[src/rtl/t1dm_pkg.sv]
package t1dm_pkg;
  localparam int unsigned DEF_NMAX      = 23;  // largest N of the window rule
  localparam int unsigned DEF_BLK       = 8;   // window is BLK*(N+1) bits
  localparam int unsigned DEF_LONG_RUN  = 16;  // zero run limit, plain coding
  localparam int unsigned DEF_SHORT_RUN = 8;   // zero run limit, B8ZS coding
  localparam int unsigned DEF_WARM_BITS = 192; // bits before window rule counts
endpackage

[src/rtl/t1dm_run_ctr.sv]
module t1dm_run_ctr #(
  parameter int unsigned LONG_RUN  = 16,
  parameter int unsigned SHORT_RUN = 8
) (
  input  logic clk,
  input  logic rst_n,
  input  logic bit_en,
  input  logic rx_bit,
  input  logic mode_chg,
  input  logic b8zs,
  output logic run_viol
);
  localparam int unsigned RUN_W = $clog2(LONG_RUN + 1);
  localparam logic [RUN_W-1:0] RUN_MAX = '1;
  localparam logic [RUN_W-1:0] LIM_LONG  = RUN_W'(LONG_RUN);
  localparam logic [RUN_W-1:0] LIM_SHORT = RUN_W'(SHORT_RUN);

  logic [RUN_W-1:0] run_q, run_d;

  always_comb begin
    if (rx_bit)
      run_d = '0;
    else if (mode_chg)
      run_d = RUN_W'(1);
    else if (run_q == RUN_MAX)
      run_d = run_q;
    else
      run_d = run_q + RUN_W'(1);
    run_viol = run_d >= (b8zs ? LIM_SHORT : LIM_LONG);
  end

  always_ff @(posedge clk or negedge rst_n) begin
    if (!rst_n)
      run_q <= '0;
    else if (bit_en)
      run_q <= run_d;
  end
endmodule

[src/rtl/t1dm_window.sv]
module t1dm_window #(
  parameter int unsigned NMAX      = 23,
  parameter int unsigned BLK       = 8,
  parameter int unsigned WARM_BITS = 192
) (
  input  logic clk,
  input  logic rst_n,
  input  logic bit_en,
  input  logic rx_bit,
  input  logic mode_chg,
  input  logic rule_on,
  output logic win_viol
);
  localparam int unsigned W_MAX  = BLK * (NMAX + 1);
  localparam int unsigned AGE_W  = $clog2(W_MAX + 1);
  localparam int unsigned WARM_W = $clog2(WARM_BITS + 1);
  localparam logic [AGE_W-1:0]  AGE_SAT  = '1;
  localparam logic [WARM_W-1:0] WARM_LIM = WARM_W'(WARM_BITS);

  function automatic logic [AGE_W-1:0] age_inc(input logic [AGE_W-1:0] a);
    return (a == AGE_SAT) ? a : a + AGE_W'(1);
  endfunction

  logic [AGE_W-1:0]  age_q [NMAX];
  logic [AGE_W-1:0]  age_d [NMAX];
  logic [NMAX-1:0]   late;
  logic [WARM_W-1:0] warm_q, warm_d;
  logic              ready;

  // age_d[i]: bits elapsed since the (i+1)-th most recent one, current bit included
  always_comb begin
    age_d[0] = rx_bit ? '0 : age_inc(age_q[0]);
    for (int i = 1; i < NMAX; i++)
      age_d[i] = rx_bit ? age_inc(age_q[i-1]) : age_inc(age_q[i]);
  end

  for (genvar gi = 0; gi < NMAX; gi++) begin : g_limit
    assign late[gi] = age_d[gi] >= AGE_W'(BLK * (gi + 2));
  end

  always_comb begin
    if (mode_chg)
      warm_d = WARM_W'(1);
    else if (warm_q >= WARM_LIM)
      warm_d = warm_q;
    else
      warm_d = warm_q + WARM_W'(1);
    ready    = warm_d >= WARM_LIM;
    win_viol = rule_on && ready && (|late);
  end

  always_ff @(posedge clk or negedge rst_n) begin
    if (!rst_n) begin
      warm_q <= '0;
      for (int i = 0; i < NMAX; i++)
        age_q[i] <= AGE_SAT;
    end else if (bit_en) begin
      warm_q <= warm_d;
      for (int i = 0; i < NMAX; i++)
        age_q[i] <= age_d[i];
    end
  end
endmodule

[src/rtl/t1dm_status.sv]
module t1dm_status (
  input  logic clk,
  input  logic rst_n,
  input  logic viol_now,
  input  logic mask,
  input  logic rd,
  output logic status
);
  logic stat_q, stat_d;

  always_comb
    stat_d = (viol_now && !mask) || (stat_q && !rd);

  always_ff @(posedge clk or negedge rst_n) begin
    if (!rst_n)
      stat_q <= 1'b0;
    else
      stat_q <= stat_d;
  end

  assign status = stat_q;
endmodule

[src/rtl/t1_density_mon.sv]
module t1_density_mon
  import t1dm_pkg::*;
#(
  parameter int unsigned NMAX      = DEF_NMAX,
  parameter int unsigned BLK       = DEF_BLK,
  parameter int unsigned LONG_RUN  = DEF_LONG_RUN,
  parameter int unsigned SHORT_RUN = DEF_SHORT_RUN,
  parameter int unsigned WARM_BITS = DEF_WARM_BITS
) (
  input  logic clk,
  input  logic rst_n,
  input  logic bit_en,
  input  logic rx_bit,
  input  logic b8zs_on,
  input  logic viol_mask,
  input  logic status_rd,
  output logic viol_pulse,
  output logic viol_status
);
  logic mode_q, mode_d;
  logic mode_chg;
  logic run_viol, win_viol;
  logic viol_now;
  logic pulse_q, pulse_d;

  always_comb begin
    mode_chg = b8zs_on != mode_q;
    mode_d   = bit_en ? b8zs_on : mode_q;
    viol_now = bit_en && (run_viol || win_viol);
    pulse_d  = viol_now;
  end

  always_ff @(posedge clk or negedge rst_n) begin
    if (!rst_n) begin
      mode_q  <= 1'b0;
      pulse_q <= 1'b0;
    end else begin
      mode_q  <= mode_d;
      pulse_q <= pulse_d;
    end
  end

  t1dm_run_ctr #(.LONG_RUN(LONG_RUN), .SHORT_RUN(SHORT_RUN)) run_i (
    .clk(clk), .rst_n(rst_n), .bit_en(bit_en), .rx_bit(rx_bit),
    .mode_chg(mode_chg), .b8zs(b8zs_on), .run_viol(run_viol)
  );

  t1dm_window #(.NMAX(NMAX), .BLK(BLK), .WARM_BITS(WARM_BITS)) win_i (
    .clk(clk), .rst_n(rst_n), .bit_en(bit_en), .rx_bit(rx_bit),
    .mode_chg(mode_chg), .rule_on(!b8zs_on), .win_viol(win_viol)
  );

  t1dm_status stat_i (
    .clk(clk), .rst_n(rst_n), .viol_now(viol_now), .mask(viol_mask),
    .rd(status_rd), .status(viol_status)
  );

  assign viol_pulse = pulse_q;
endmodule

[config.mk]
export PLATFORM = sky130hd
export DESIGN_NAME = t1_density_mon
export DESIGN_NICKNAME = d
export VERILOG_FILES = /design/src/rtl/t1dm_pkg.sv /design/src/rtl/t1dm_run_ctr.sv /design/src/rtl/t1dm_window.sv /design/src/rtl/t1dm_status.sv /design/src/rtl/t1_density_mon.sv
export SDC_FILE = /design/constraint.sdc
export NUM_CORES = 1
export LEC_CHECK = 0
export BUFFER_PORTS_ARGS = -buffer_cell sky130_fd_sc_hd__buf_2
export CORE_ASPECT_RATIO = 0.75
export CORE_MARGIN = 4
export CORE_UTILIZATION = 45
export DETAILED_ROUTE_END_ITERATION = 6
export SYNTH_ARGS = -nofsm -noshare
export SYNTH_HDL_FRONTEND = slang
export SYNTH_HIERARCHICAL = 1
export SYNTH_SLANG_ARGS = --single-unit
[constraint.sdc]
create_clock -name clk -period 8.2 [get_ports clk]
set_input_delay 2.46 -clock clk [delete_from_list [all_inputs] [get_ports clk]]
set_output_delay 2.46 -clock clk [all_outputs]
set_load 0.01 [all_outputs]
==> metrics <==
Fillers 3035; Seq cells post-synth 200; Synth top area share 33.8%; die width 214 µm; status finished, final reports clean; syn nets 1817; Die ar. 0.0347 mm²; post-synthesis async set-or-reset flop share 100%; Critical Path Most Common Cell buf_4; maximum vdd drop 0.000143 V; routed vias/inst 6.11; Core ar. 0.0313 mm²; Synth Instances 1783; first-pass GRT wire length 62400 µm; most common cell after layout, fill and taps aside nor2_1; # setup viols final 0; Die Y 162 µm; setup TNS 0 ns; Via Count 12.9k; Synth Cell Area 0.0143 mm²; most frequent cells in the layout nor2_1 (259), a21oi_1 (218), dfstp_2 (184); Starting Density 45.6%; CTS root buf clkbuf_16; Crit-path slowest cell inv_4; crit path DAT 5.79 ns; sequential fraction of the synthesis area 36.6%; Ys Warns 6; pre-CTS setup slack 2.34 ns; Layout Nets 1731; Fmax 184 MHz; site row count 56; unrepaired setup endpoints after global routing no; layout cell share with drive strength beyond 1 17.4%; CP top delay family buffers and inverters; Power, Total 4.90 mW; final worst setup slack 2.76 ns; CTS clk-pin slew, worst paths 0.07 ns; Worst Hold Class reg2reg; Max Slew Vio Count 0; max cap viols 0; CTS Sinks 200; slowest stage delay, CP 0.67 ns; startpoint types primary input; total track usage 22.1%; P_leak 5.78 nW; fin crit share 66.4%; I/O pin count 9; CP endpoint kind flop; Area contributors post-synth dfstp_2 (34%), a21oi_1 (7.6%), nor2_1 (6.8%); TritonCTS Buffers 17; pwr dens 326 mW/mm²; critical path class in2reg; Synth Flop Type dfstp_2; GP Congestion 0.828; synth unique cells 77; Post-CTS Hold Fix Bufs 0; Cell Area, Placed 0.0145 mm²; fin util 47.9%; dpl hpwl 24500 µm; Final Skew 0.00988 ns; DR iter-0 viols 1331; number of global-route vias before repair 11.5k; CTS H-tree depth 4; CP Max Fanout 74; post-synth top area cell dfstp_2; clock latency on the worst-skew pair 0.46 ns; syn avg cell area 8.02 µm²; flip-flop and latch area 0.00524 mm²; Buffers on Ports 8; clk buf depth 2; buffer count from post-CTS setup fixing 0; CTS tree done; fin area 0.0150 mm²; final count of hold timing violations 0; EDFF count, synth 0; DRT Pass-1 Iters 6; area of the multi-input gates 0.00849 mm²; minimum clock period 5.44 ns; Worst Tran Pin Value 1.11 ns; post-CTS resize count 0; CP required 8.55 ns; # diodes 0; post-route ant nets 0; pin count of the biggest net entering global routing 205; Slew headroom 26.1%; DRC viols 0; Remaining Overflow, GRT 0; WP buf/inv 4; CP Cell Sequence buf_4 -> inv_4 -> buf_4 -> mux2_2 -> o211ai_1 -> o2111ai_1 -> nor4_1 -> a31oi_1 -> o21a_1 -> inv_1 -> o22ai_2; area delta synth->final 5.00%; final WL 38000 µm; routed len/inst 18.0 µm; initial antenna violation count 0
## cells in the mapped netlist (20+ instances only)
cell / n
nor2_1: 260
a21oi_1: 218
dfstp_2: 184
nand2_1: 128
o21ai_0: 115
clkbuf_1: 97
nand3_1: 94
o22ai_1: 80
a31oi_1: 54
mux2i_1: 48
and3_1: 39
nand4_1: 39
mux2_2: 31
xor2_1: 28
ha_1: 27
nor3_1: 25
xnor2_1: 25
inv_1: 22
nand2b_1: 20
## flip-flops by register name, indices dropped and copies added (netlist names), named ones only
signal and flops:
mode_q 1, win_i/age_q 183, viol_pulse 1, win_i/warm_q 8, run_i/run_q 5, stat_i/status 1
## per-stage QoR
stage,instances,hold WS (ns)
after global placement,2084,0.488
after global routing,2116,0.527
after floorplan,1783,0.462
final,2116,0.500
after CTS,2116,0.503
after detailed placement,2084,0.493
## power breakdown
group / internal, mW / leakage, nW / switching, mW
registers: 1.57 / 2.15 / 0.517
logic: 0.857 / 3.37 / 1.14
clock network: 0.412 / 0.265 / 0.403
## routing by layer
| layer | vias up | track usage, % | part of all wire [%] |
|---|---|---|---|
| met1 | 6192 | 36.4 | 54 |
| met5 | - | 0 | 0 |
| met3 | 24 | 3.06 | 4.6 |
| met4 | 0 | 4.77 | 1.0 |
| met2 | 294 | 30.1 | 41 |
| li1 | 6427 | - | - |
## logic make-up after synthesis
group | after synthesis | synth area share, %
AO/OA/AOI/OAI | 585 | 24.4
buffers and inverters | 143 | 4.05
AND/OR/NAND/NOR | 693 | 23.2
multiplexers | 82 | 6.11
flip-flops | 200 | 36.6
adder cells (fa/ha/maj) | 27 | 2.36
XOR/XNOR | 53 | 3.25
## layout make-up
| class | count | area share (%) |
|---|---|---|
| clock inverters | 11 | 0.492 |
| multi-input cells | 1440 | 56.6 |
| well taps | 406 | 3.39 |
| repair buffers | 16 | 0.976 |
| clock buffers | 21 | 3.14 |
| inverters | 22 | 0.567 |
| flip-flops and latches | 200 | 34.9 |
## worst paths after layout
| path | from | to | slack [ns] | cells past startpoint |
|---|---|---|---|---|
| worst min-delay path | win_i/age_q[181] | win_i/age_q[181] | 0.50 | 2 |
| worst min register to register | win_i/age_q[181] | win_i/age_q[181] | 0.50 | 2 |
| max in group asynchronous | rst_n | win_i/age_q[1] | 5.00 | 2 |
| worst max-delay path | rx_bit | stat_i/status | 2.76 | 11 |
| min in group asynchronous | rst_n | win_i/age_q[80] | 2.55 | 1 |
| worst max register to register | win_i/age_q[144] | stat_i/status | 4.49 | 12 |
## worst min-delay path: stages, from the launching register on
cell	delay [ns]
dfstp_2	0.39
inv_1	0.05
o32ai_1	0.06
(Power assumes the default switching activity.)
